File: src/rtl/mwb_pkg.sv
package mwb_pkg;
    localparam int CC_N = 8;

    typedef logic [CC_N-1:0] cc_vec_t;

    typedef struct packed {
        cc_vec_t must_set;
        cc_vec_t must_clr;
    } cond_masks_t;

    typedef enum logic {
        PC_FALL = 1'b0,
        PC_JUMP = 1'b1
    } pc_src_e;

    function automatic logic cond_met(cc_vec_t flags, cond_masks_t m);
        return ((flags & m.must_set) == m.must_set) && ((flags & m.must_clr) == '0);
    endfunction
endpackage

File: src/rtl/mwb_cc_file.sv
module mwb_cc_file
    import mwb_pkg::*;
(
    input  logic    clk,
    input  logic    rst,
    input  cc_vec_t wr_en,
    input  cc_vec_t wr_data,
    output cc_vec_t flags
);
    cc_vec_t flags_q;

    for (genvar g = 0; g < CC_N; g++) begin : g_bit
        always_ff @(posedge clk) begin
            if (rst)
                flags_q[g] <= 1'b0;
            else if (wr_en[g])
                flags_q[g] <= wr_data[g];
        end

        assert_flag_kept_R11: assert property (@(posedge clk) disable iff (rst)
            !wr_en[g] |=> $stable(flags_q[g]));
    end

    assign flags = flags_q;
endmodule

File: src/rtl/mwb_slot_eval.sv
module mwb_slot_eval
    import mwb_pkg::*;
(
    input  cc_vec_t     flags,
    input  logic        valid,
    input  cond_masks_t masks,
    output logic        hit
);
    always_comb hit = valid && cond_met(flags, masks);
endmodule

File: src/rtl/mwb_prio_pick.sv
module mwb_prio_pick #(
    parameter int N  = 4,
    parameter int IW = (N > 1) ? $clog2(N) : 1
) (
    input  logic [N-1:0]  req,
    output logic          any,
    output logic [IW-1:0] idx
);
    always_comb begin
        idx = '0;
        for (int i = N - 1; i >= 0; i--) begin
            if (req[i]) idx = IW'(i);
        end
        any = |req;
    end
endmodule

File: src/rtl/mwb_branch_unit.sv
module mwb_branch_unit
    import mwb_pkg::*;
#(
    parameter int          NUM_SLOTS = 4,
    parameter int          PC_W      = 16,
    parameter logic [15:0] RESET_VEC = 16'h0100,
    localparam int         SLOT_W    = (NUM_SLOTS > 1) ? $clog2(NUM_SLOTS) : 1
) (
    input  logic                      clk,
    input  logic                      rst,
    input  logic                      instr_valid,
    input  logic [PC_W-1:0]           cur_pc,
    input  logic [NUM_SLOTS-1:0]      slot_valid,
    input  logic [NUM_SLOTS*CC_N-1:0] set_masks,
    input  logic [NUM_SLOTS*CC_N-1:0] clr_masks,
    input  logic [NUM_SLOTS*PC_W-1:0] targets,
    input  logic [CC_N-1:0]           cc_wr_en,
    input  logic [CC_N-1:0]           cc_wr_data,
    output logic [PC_W-1:0]           next_pc,
    output logic                      taken,
    output logic [SLOT_W-1:0]         win_slot,
    output logic                      delay_slot,
    output logic [CC_N-1:0]           cc_value
);
    cc_vec_t               flags;
    logic [NUM_SLOTS-1:0]  hit;
    logic                  any_hit;
    logic [SLOT_W-1:0]     pick;
    pc_src_e               src;
    logic [PC_W-1:0]       pc_d;

    logic [PC_W-1:0]       next_pc_q;
    logic                  taken_q;
    logic [SLOT_W-1:0]     win_q;
    logic                  dly_q;

    mwb_cc_file u_cc (
        .clk     (clk),
        .rst     (rst),
        .wr_en   (cc_wr_en),
        .wr_data (cc_wr_data),
        .flags   (flags)
    );

    for (genvar s = 0; s < NUM_SLOTS; s++) begin : g_slot
        cond_masks_t m;
        assign m.must_set = set_masks[s*CC_N +: CC_N];
        assign m.must_clr = clr_masks[s*CC_N +: CC_N];

        mwb_slot_eval u_eval (
            .flags (flags),
            .valid (slot_valid[s]),
            .masks (m),
            .hit   (hit[s])
        );

        assert_overlap_never_taken_R4: assert property (@(posedge clk) disable iff (rst)
            ((m.must_set & m.must_clr) != '0) |-> !hit[s]);

        assert_invalid_slot_idle_R10: assert property (@(posedge clk) disable iff (rst)
            !slot_valid[s] |-> !hit[s]);
    end

    mwb_prio_pick #(.N(NUM_SLOTS), .IW(SLOT_W)) u_pick (
        .req (hit),
        .any (any_hit),
        .idx (pick)
    );

    always_comb begin
        src  = any_hit ? PC_JUMP : PC_FALL;
        pc_d = (src == PC_JUMP) ? targets[pick*PC_W +: PC_W] : cur_pc + PC_W'(1);
    end

    always_ff @(posedge clk) begin
        if (rst) begin
            next_pc_q <= RESET_VEC[PC_W-1:0];
            taken_q   <= 1'b0;
            win_q     <= '0;
            dly_q     <= 1'b0;
        end else begin
            dly_q <= instr_valid && (|slot_valid);
            if (instr_valid) begin
                next_pc_q <= pc_d;
                taken_q   <= any_hit;
                win_q     <= pick;
            end
        end
    end

    assign next_pc    = next_pc_q;
    assign taken      = taken_q;
    assign win_slot   = win_q;
    assign delay_slot = dly_q;
    assign cc_value   = flags;

    assert_slot0_wins_R5: assert property (@(posedge clk) disable iff (rst)
        (instr_valid && hit[0]) |=> (taken && win_slot == '0));

    assert_taken_is_any_R5: assert property (@(posedge clk) disable iff (rst)
        instr_valid |=> (taken == $past(|hit)));

    assert_fall_through_R7: assert property (@(posedge clk) disable iff (rst)
        (instr_valid && hit == '0) |=> (next_pc == $past(cur_pc) + PC_W'(1)));

    assert_idle_hold_R8: assert property (@(posedge clk) disable iff (rst)
        !instr_valid |=> ($stable(next_pc) && $stable(taken) && $stable(win_slot)));

    assert_delay_slot_R9: assert property (@(posedge clk) disable iff (rst)
        (instr_valid && slot_valid != '0) |=> delay_slot);

    assert_no_delay_R9: assert property (@(posedge clk) disable iff (rst)
        !(instr_valid && slot_valid != '0) |=> !delay_slot);
endmodule

File: config.mk
export PLATFORM = sky130hd
export DESIGN_NAME = mwb_branch_unit
export DESIGN_NICKNAME = d
export VERILOG_FILES = /design/src/rtl/mwb_pkg.sv /design/src/rtl/mwb_cc_file.sv /design/src/rtl/mwb_slot_eval.sv /design/src/rtl/mwb_prio_pick.sv /design/src/rtl/mwb_branch_unit.sv
export SDC_FILE = /design/constraint.sdc
export NUM_CORES = 1
export LEC_CHECK = 0
export ABC_CLOCK_PERIOD_IN_PS = 2200
export BUFFER_PORTS_ARGS = -buffer_cell sky130_fd_sc_hd__buf_4
export CELL_PAD_IN_SITES_DETAIL_PLACEMENT = 0
export CELL_PAD_IN_SITES_GLOBAL_PLACEMENT = 1
export CORE_MARGIN = 2
export CORE_UTILIZATION = 26
export CTS_BUF_LIST = sky130_fd_sc_hd__clkbuf_2
export DETAILED_ROUTE_END_ITERATION = 10
export MAX_ROUTING_LAYER = met4
export PLACE_DENSITY = 0.91
export SETUP_SLACK_MARGIN = 0.2
export SYNTH_ARGS = -nofsm -noshare
export SYNTH_HDL_FRONTEND = slang
export SYNTH_SLANG_ARGS = --single-unit
File: constraint.sdc
create_clock -name clk -period 2.2 [get_ports clk]
set_input_delay 0.33 -clock clk [delete_from_list [all_inputs] [get_ports clk]]
set_output_delay 0.33 -clock clk [all_outputs]
set_load 0.01 [all_outputs]
; ---- Word-level counts from Yosys, hierarchy flattened
; Cells that the tools add are included.
[word_totals]
wordCells = 47
ff_bits = 28
out_inout_bits = 28
[classes]
reduce_logical = 15
muxes = 6
add_sub_neg = 1
bitwise = 8
eq_ne = 4
n_shift = 1
[op_table]
columns = operator, count
row1 = bitwise AND 8 bit, 8
row2 = variable part select 64 x 7 -> 16 bit, 1
row3 = == test 8 bit, 4
row4 = zero test 8 bit, 4
row5 = "adder 16 x 1 -> 16 bit, second input constant", 1
row6 = 2-to-1 mux 16 bit, 1
row7 = logical AND 1 bit, 9
row8 = 2-to-1 mux 2 bit, 4
row9 = OR reduction 4 bit, 2
row10 = 2-to-1 mux 1 bit, 1

; ---- Depth between registers and ports, before layout
[depth]
depth_word = 10
ltp_mapped = 10
mapped_depth_nobuf = 8

; ---- Hierarchy
; From an unflattened synthesis, not the netlist that was laid out.
[hier_totals]
hier_cells = 234
area_unflattened_um2 = 2267.2
[by_module_without_submodules]
columns = module, seq_area_each_um2, cells_per_inst, instances, area_per_inst_um2
row1 = mwb_branch_unit, 400.4, 146, 1, 1470.2
row2 = mwb_slot_eval, 0.0, 14, 4, 120.1
row3 = mwb_cc_file, 160.2, 25, 1, 281.5
row4 = mwb_prio_pick, 0.0, 7, 1, 35.0

; ---- Least setup slack after synthesis
; OpenSTA, ideal clock, no wires.
[synth_path]
kind = reg2reg
start = reg u_cc.flags_q[1], in the netlist u_cc.flags[1]
end = reg next_pc_q[2], in the netlist next_pc[2]
t_arrival_ns = 2.049
synth_period_minus_slack_ns = 2.175
stages_incl_launch_ff = 11
path_buffers = 3
path_slack_ns = 0.025
setup_time_ns = 0.126
required_time_ns = 2.074
cell_sequence = dfxtp_1 buf_4 mux2i_1 nand4_1 nor4_4 or2_1 buf_4 buf_6 o31ai_1 o41ai_2 a21oi_1
[synth_between]
elab_chain_len = 10
[synth_lines]
columns = element, line_no
row1 = "start, declared", mwb_cc_file.sv:10  ; cc_vec_t flags_q;
row2 = "start signal, assigned by index", mwb_cc_file.sv:17  ; flags_q[g] <= wr_data[g];
row3 = bitwise AND 8 bit, mwb_pkg.sv:17  ; return ((flags & m.must_set) == m.must_set) && ((flags & m.must_clr) == '0);
row4 = == test 8 bit / zero test 8 bit (equally long branches), mwb_pkg.sv:17
row5 = logical AND 1 bit, mwb_pkg.sv:17
row6 = logical AND 1 bit, mwb_slot_eval.sv:9  ; always_comb hit = valid && cond_met(flags, masks);
row7 = 2-to-1 mux 2 bit (4 in a row), mwb_prio_pick.sv:12  ; if (req[i]) idx = IW'(i);
row8 = variable part select 64 x 7 -> 16 bit, mwb_branch_unit.sv:72  ; pc_d = (src == PC_JUMP) ? targets[pick*PC_W +: PC_W] : cur_pc + PC_W'(1);
row9 = 2-to-1 mux 16 bit *, mwb_branch_unit.sv:72
row10 = "end signal, assigned", mwb_branch_unit.sv:77  ; next_pc_q <= RESET_VEC[PC_W-1:0];
row11 = "end signal, assigned", mwb_branch_unit.sv:84  ; next_pc_q <= pc_d;
row12 = "end, declared", mwb_branch_unit.sv:32  ; logic [PC_W-1:0] next_pc_q;
; Mark *: on every way between the ends. The rest lies on a longest branch, timed or not.
; A chain may end at the register's enable or synchronous reset.

; ---- Final worst setup path
[layout_path]
start = reg u_cc.flags_q[3], in the netlist u_cc.flags[3]
end = reg next_pc_q[8], in the netlist next_pc[8]
; The elaborated chain is that of the path after synthesis.

==> out/qor.csv <==
stage,metric,value,unit
power,VDD IR max,0.000197,V
job,max-cap viol count,0,
routing,vias per std cell,5.07,
logic_synthesis,Syn Area/Cell,7.56,µm²
power,Power Density,290,nW/µm²
logic_synthesis,largest cells by area after synthesis,"dfxtp_1 (20%), mux2i_1 (13%), nor2_1 (7.1%)",
global_route,gr usage total,0.225,
sta,Final Hold Viols,0,
logic_synthesis,"Primary FF master, synth",dfxtp_1,
power,Leakage,2.39,nW
clocking,CTS buffer count,3,
critical_path,WP data arrival,2.60,ns
routing,Routed wire per std cell,18.4,µm
sta,fin crit share,1.04,
sta,count of final max-slew check failures,0,
sta,RSZ-0062 raised after global routing,yes,
floorplanning,Rows,37,
logic_synthesis,asr flop ratio synth,0,
placed_design,gpl congestion,0.847,
final_layout,share of cells above drive strength 1,0.503,
sta,hold slack final,0.127,ns
sta,setup ws final,-0.0797,ns
global_route,M2 GR Usage,0.409,
routing,DRT iter0 DRCs,142,
critical_path,CP startpoint kind,register,
run_status,status,finished with violations,
final_layout,area of the multi-input gates,2230,µm²
logic_synthesis,post-synthesis net count,536,
floorplanning,Die Area,11500,µm²
routing,Antenna Nets Post-Route,0,
clocking,clk slew on worst S/H paths,0.33,ns
logic_synthesis,Synth Warn #,0,
clocking,clk root buf,clkbuf_2,
critical_path,worst setup path class,reg2reg,
final_layout,"Area growth, synth to finish",78.1,%
sta,setup violators final,12,
global_route,met1 usage,0.269,
sta,Setup Skew,0.0212,ns
clocking,clock buffer depth,2,
logic_synthesis,Mapped Cells,368,
logic_synthesis,synth unique cells,54,
final_layout,# fillers,1039,
critical_path,CP max FO,7,
global_route,met3 Track Usage GR,0.0309,
sta,minimum clock period,2.28,ns
routing,Pre-Repair DR Iteration Count,5,
routing,Routed Wire Length,13400,µm
run_status,failing checks,negative setup slack,
sta,Max Freq,439,MHz
placed_design,I/O Buffers,194,
final_layout,Ant. Diodes,0,
global_route,first-pass GRT wire length,19700,µm
clocking,clk_lat worst skew,0.41,ns
global_route,global route hottest layer,met2,
floorplanning,Core ar.,10400,µm²
critical_path,CP Data Required Time,2.53,ns
sta,Slew @ Worst Pin,0.800,ns
min_path,Hold Crit Class,in2reg,
clocking,H-tree Lvls,1,
logic_synthesis,Yosys top cell area share,0.201,
critical_path,crit-path cells,mux2i_1 > nand4_1 > nor3_2 > buf_4 > nor3_4 > o21ai_4 > buf_12 > mux2i_4 > a31oi_1,
routing,DR vias,3685,
global_route,vias in the first global route,3838,
sta,final setup TNS,-0.383,ns
sta,slew margin rel.,0.461,
global_route,total gr overflow,0,
final_layout,Final Util,0.478,
placed_design,HPWL Detailed,10700,µm
floorplanning,initial core utilization,0.268,
logic_synthesis,biggest area consumer among synthesized cells,dfxtp_1,
floorplanning,chip width,107,µm
logic_synthesis,"EDFF count, synth",0,
critical_path,CP max stage cell,dfxtp_4,
global_route,initial antenna violation count,0,
final_layout,# nets final,760,
final_layout,register area,588,µm²
floorplanning,Boundary Pins,195,
routing,DRC viols,0,
critical_path,Critical Path End Type,register,
clocking,Clock Sink Count,28,
global_route,largest net degree at the start of global routing,34,
logic_synthesis,post-synthesis sequential area ratio,0.201,
floorplanning,height of the die,107,µm
clocking,CTS tree,built,
logic_synthesis,synthesized area,2780,µm²
logic_synthesis,post-synthesis register bit count,28,
critical_path,CP max stage delay,0.48,ns
cell families after synthesis:
| kind of cell | count (synthesis) | synth area share |
|---|---|---|
| AO/OA/AOI/OAI | 76 | 0.227 |
| flip-flops | 28 | 0.201 |
| adder cells (fa/ha/maj) | 1 | 0.00450 |
| AND/OR/NAND/NOR | 179 | 0.322 |
| XOR/XNOR | 14 | 0.0441 |
| multiplexers | 37 | 0.133 |
| buffers and inverters | 33 | 0.0674 |
critical path, delay by kind of cell, from the launching register on:
family | cells | cell delay, ns
and+or+nand+nor | 3 | 0.57
muxes | 2 | 0.43
AOI/OAI and AO/OA | 2 | 0.37
buffers and inverters | 2 | 0.36
DFF | 1 | 0.48
synth_stat cells, types with 2 or more instances:
cell type / instances
nor2_1: 53
nand2_1: 40
mux2i_1: 37
dfxtp_1: 28
nand3_1: 14
nand2b_1: 13
nand4_1: 12
a21oi_1: 11
inv_1: 11
nor3_1: 11
o31ai_1: 10
and3_1: 7
o2111ai_1: 7
xnor2_1: 7
xor2_1: 7
a211oi_1: 6
and2_1: 6
buf_2: 6
nor2b_1: 6
buf_4: 5
buf_6: 5
clkbuf_1: 5
nor4_1: 5
o21bai_1: 5
o41ai_1: 5
o41ai_2: 4
o211a_1: 3
o22a_1: 3
a211oi_2: 2
a221o_1: 2
a31oi_1: 2
a32oi_1: 2
nor3b_1: 2
o21ai_0: 2
o21ai_2: 2
o22ai_1: 2
or3_1: 2
or3b_1: 2
worst paths after layout:
kind	end	startpoint	depth (start not counted)	slack (ns)
worst min register to register	next_pc[13]	next_pc[13]	2	0.56
worst max register to register	next_pc[8]	u_cc.flags[3]	9	-0.08
worst min-delay path	u_cc.flags[5]	cc_wr_data[5]	3	0.13
worst max-delay path	next_pc[8]	u_cc.flags[3]	9	-0.08
sequential cells by signal (all words and copies together), names as in the netlist:
| name | cells |
|---|---|
| next_pc | 16 |
| u_cc.flags | 8 |
| win_slot | 2 |
| delay_slot | 1 |
| taken | 1 |
power by group:
group	internal [mW]	leakage, nW	switching, mW
clock	0.0394	0.0140	0.187
combinational	0.366	2.14	0.270
sequential	0.539	0.236	0.0382
cells in the final DEF, fill, tap and decap left out, types with 4 or more instances in the layout:
cell       instances
nand4_1           12
nor4_1             4
a211oi_2           7
xnor2_1            7
buf_6              8
o31ai_1            9
nor3_1             9
xor2_1             7
dfxtp_4            7
mux2i_1           35
and2_1             5
nand3_1           13
o21bai_1           5
inv_1             11
and3_1             7
o2111ai_1          6
nand2b_1          13
nor2_1            51
o41ai_2            9
buf_4            228
nor2b_1            6
a21oi_1            8
nand2_1           39
dfxtp_1           20
layout make-up:
type / instances / share of cell area
repair buffers: 241 / 0.384
multi-input cells: 307 / 0.451
clock inverters: 1 / 0.000758
flip-flops and latches: 28 / 0.119
well taps: 136 / 0.0343
inverters: 11 / 0.00833
clock buffers: 3 / 0.00303
repair_timing:
action	CTS	global route
endpoints found under the setup margin	19	19
pin swaps	12	14
hold buffers	0	0
gates resized for setup	23	32
setup buffers	10	8
gates cloned	0	1
metrics by stage:
stage               power [mW]  setup slack [ns]  std cells  area, µm²
finish                    1.44           -0.0797        727       4950
detailed placement        1.19           -0.0868        704       4510
global route              1.52            -0.214        727       4950
floorplan                0.822             0.158        368       2840
CTS                       1.43            0.0226        718       4710
global placement          1.18           -0.0485        704       4510
layer usage:
| metal | vias to the layer above | part of all wire |
|---|---|---|
| met3 | 8 | 0.055 |
| met2 | 132 | 0.53 |
| met5 | - | 0 |
| met4 | 0 | 0.011 |
| li1 | 1795 | - |
| met1 | 1750 | 0.40 |
Power figures use the tool's default switching activity.
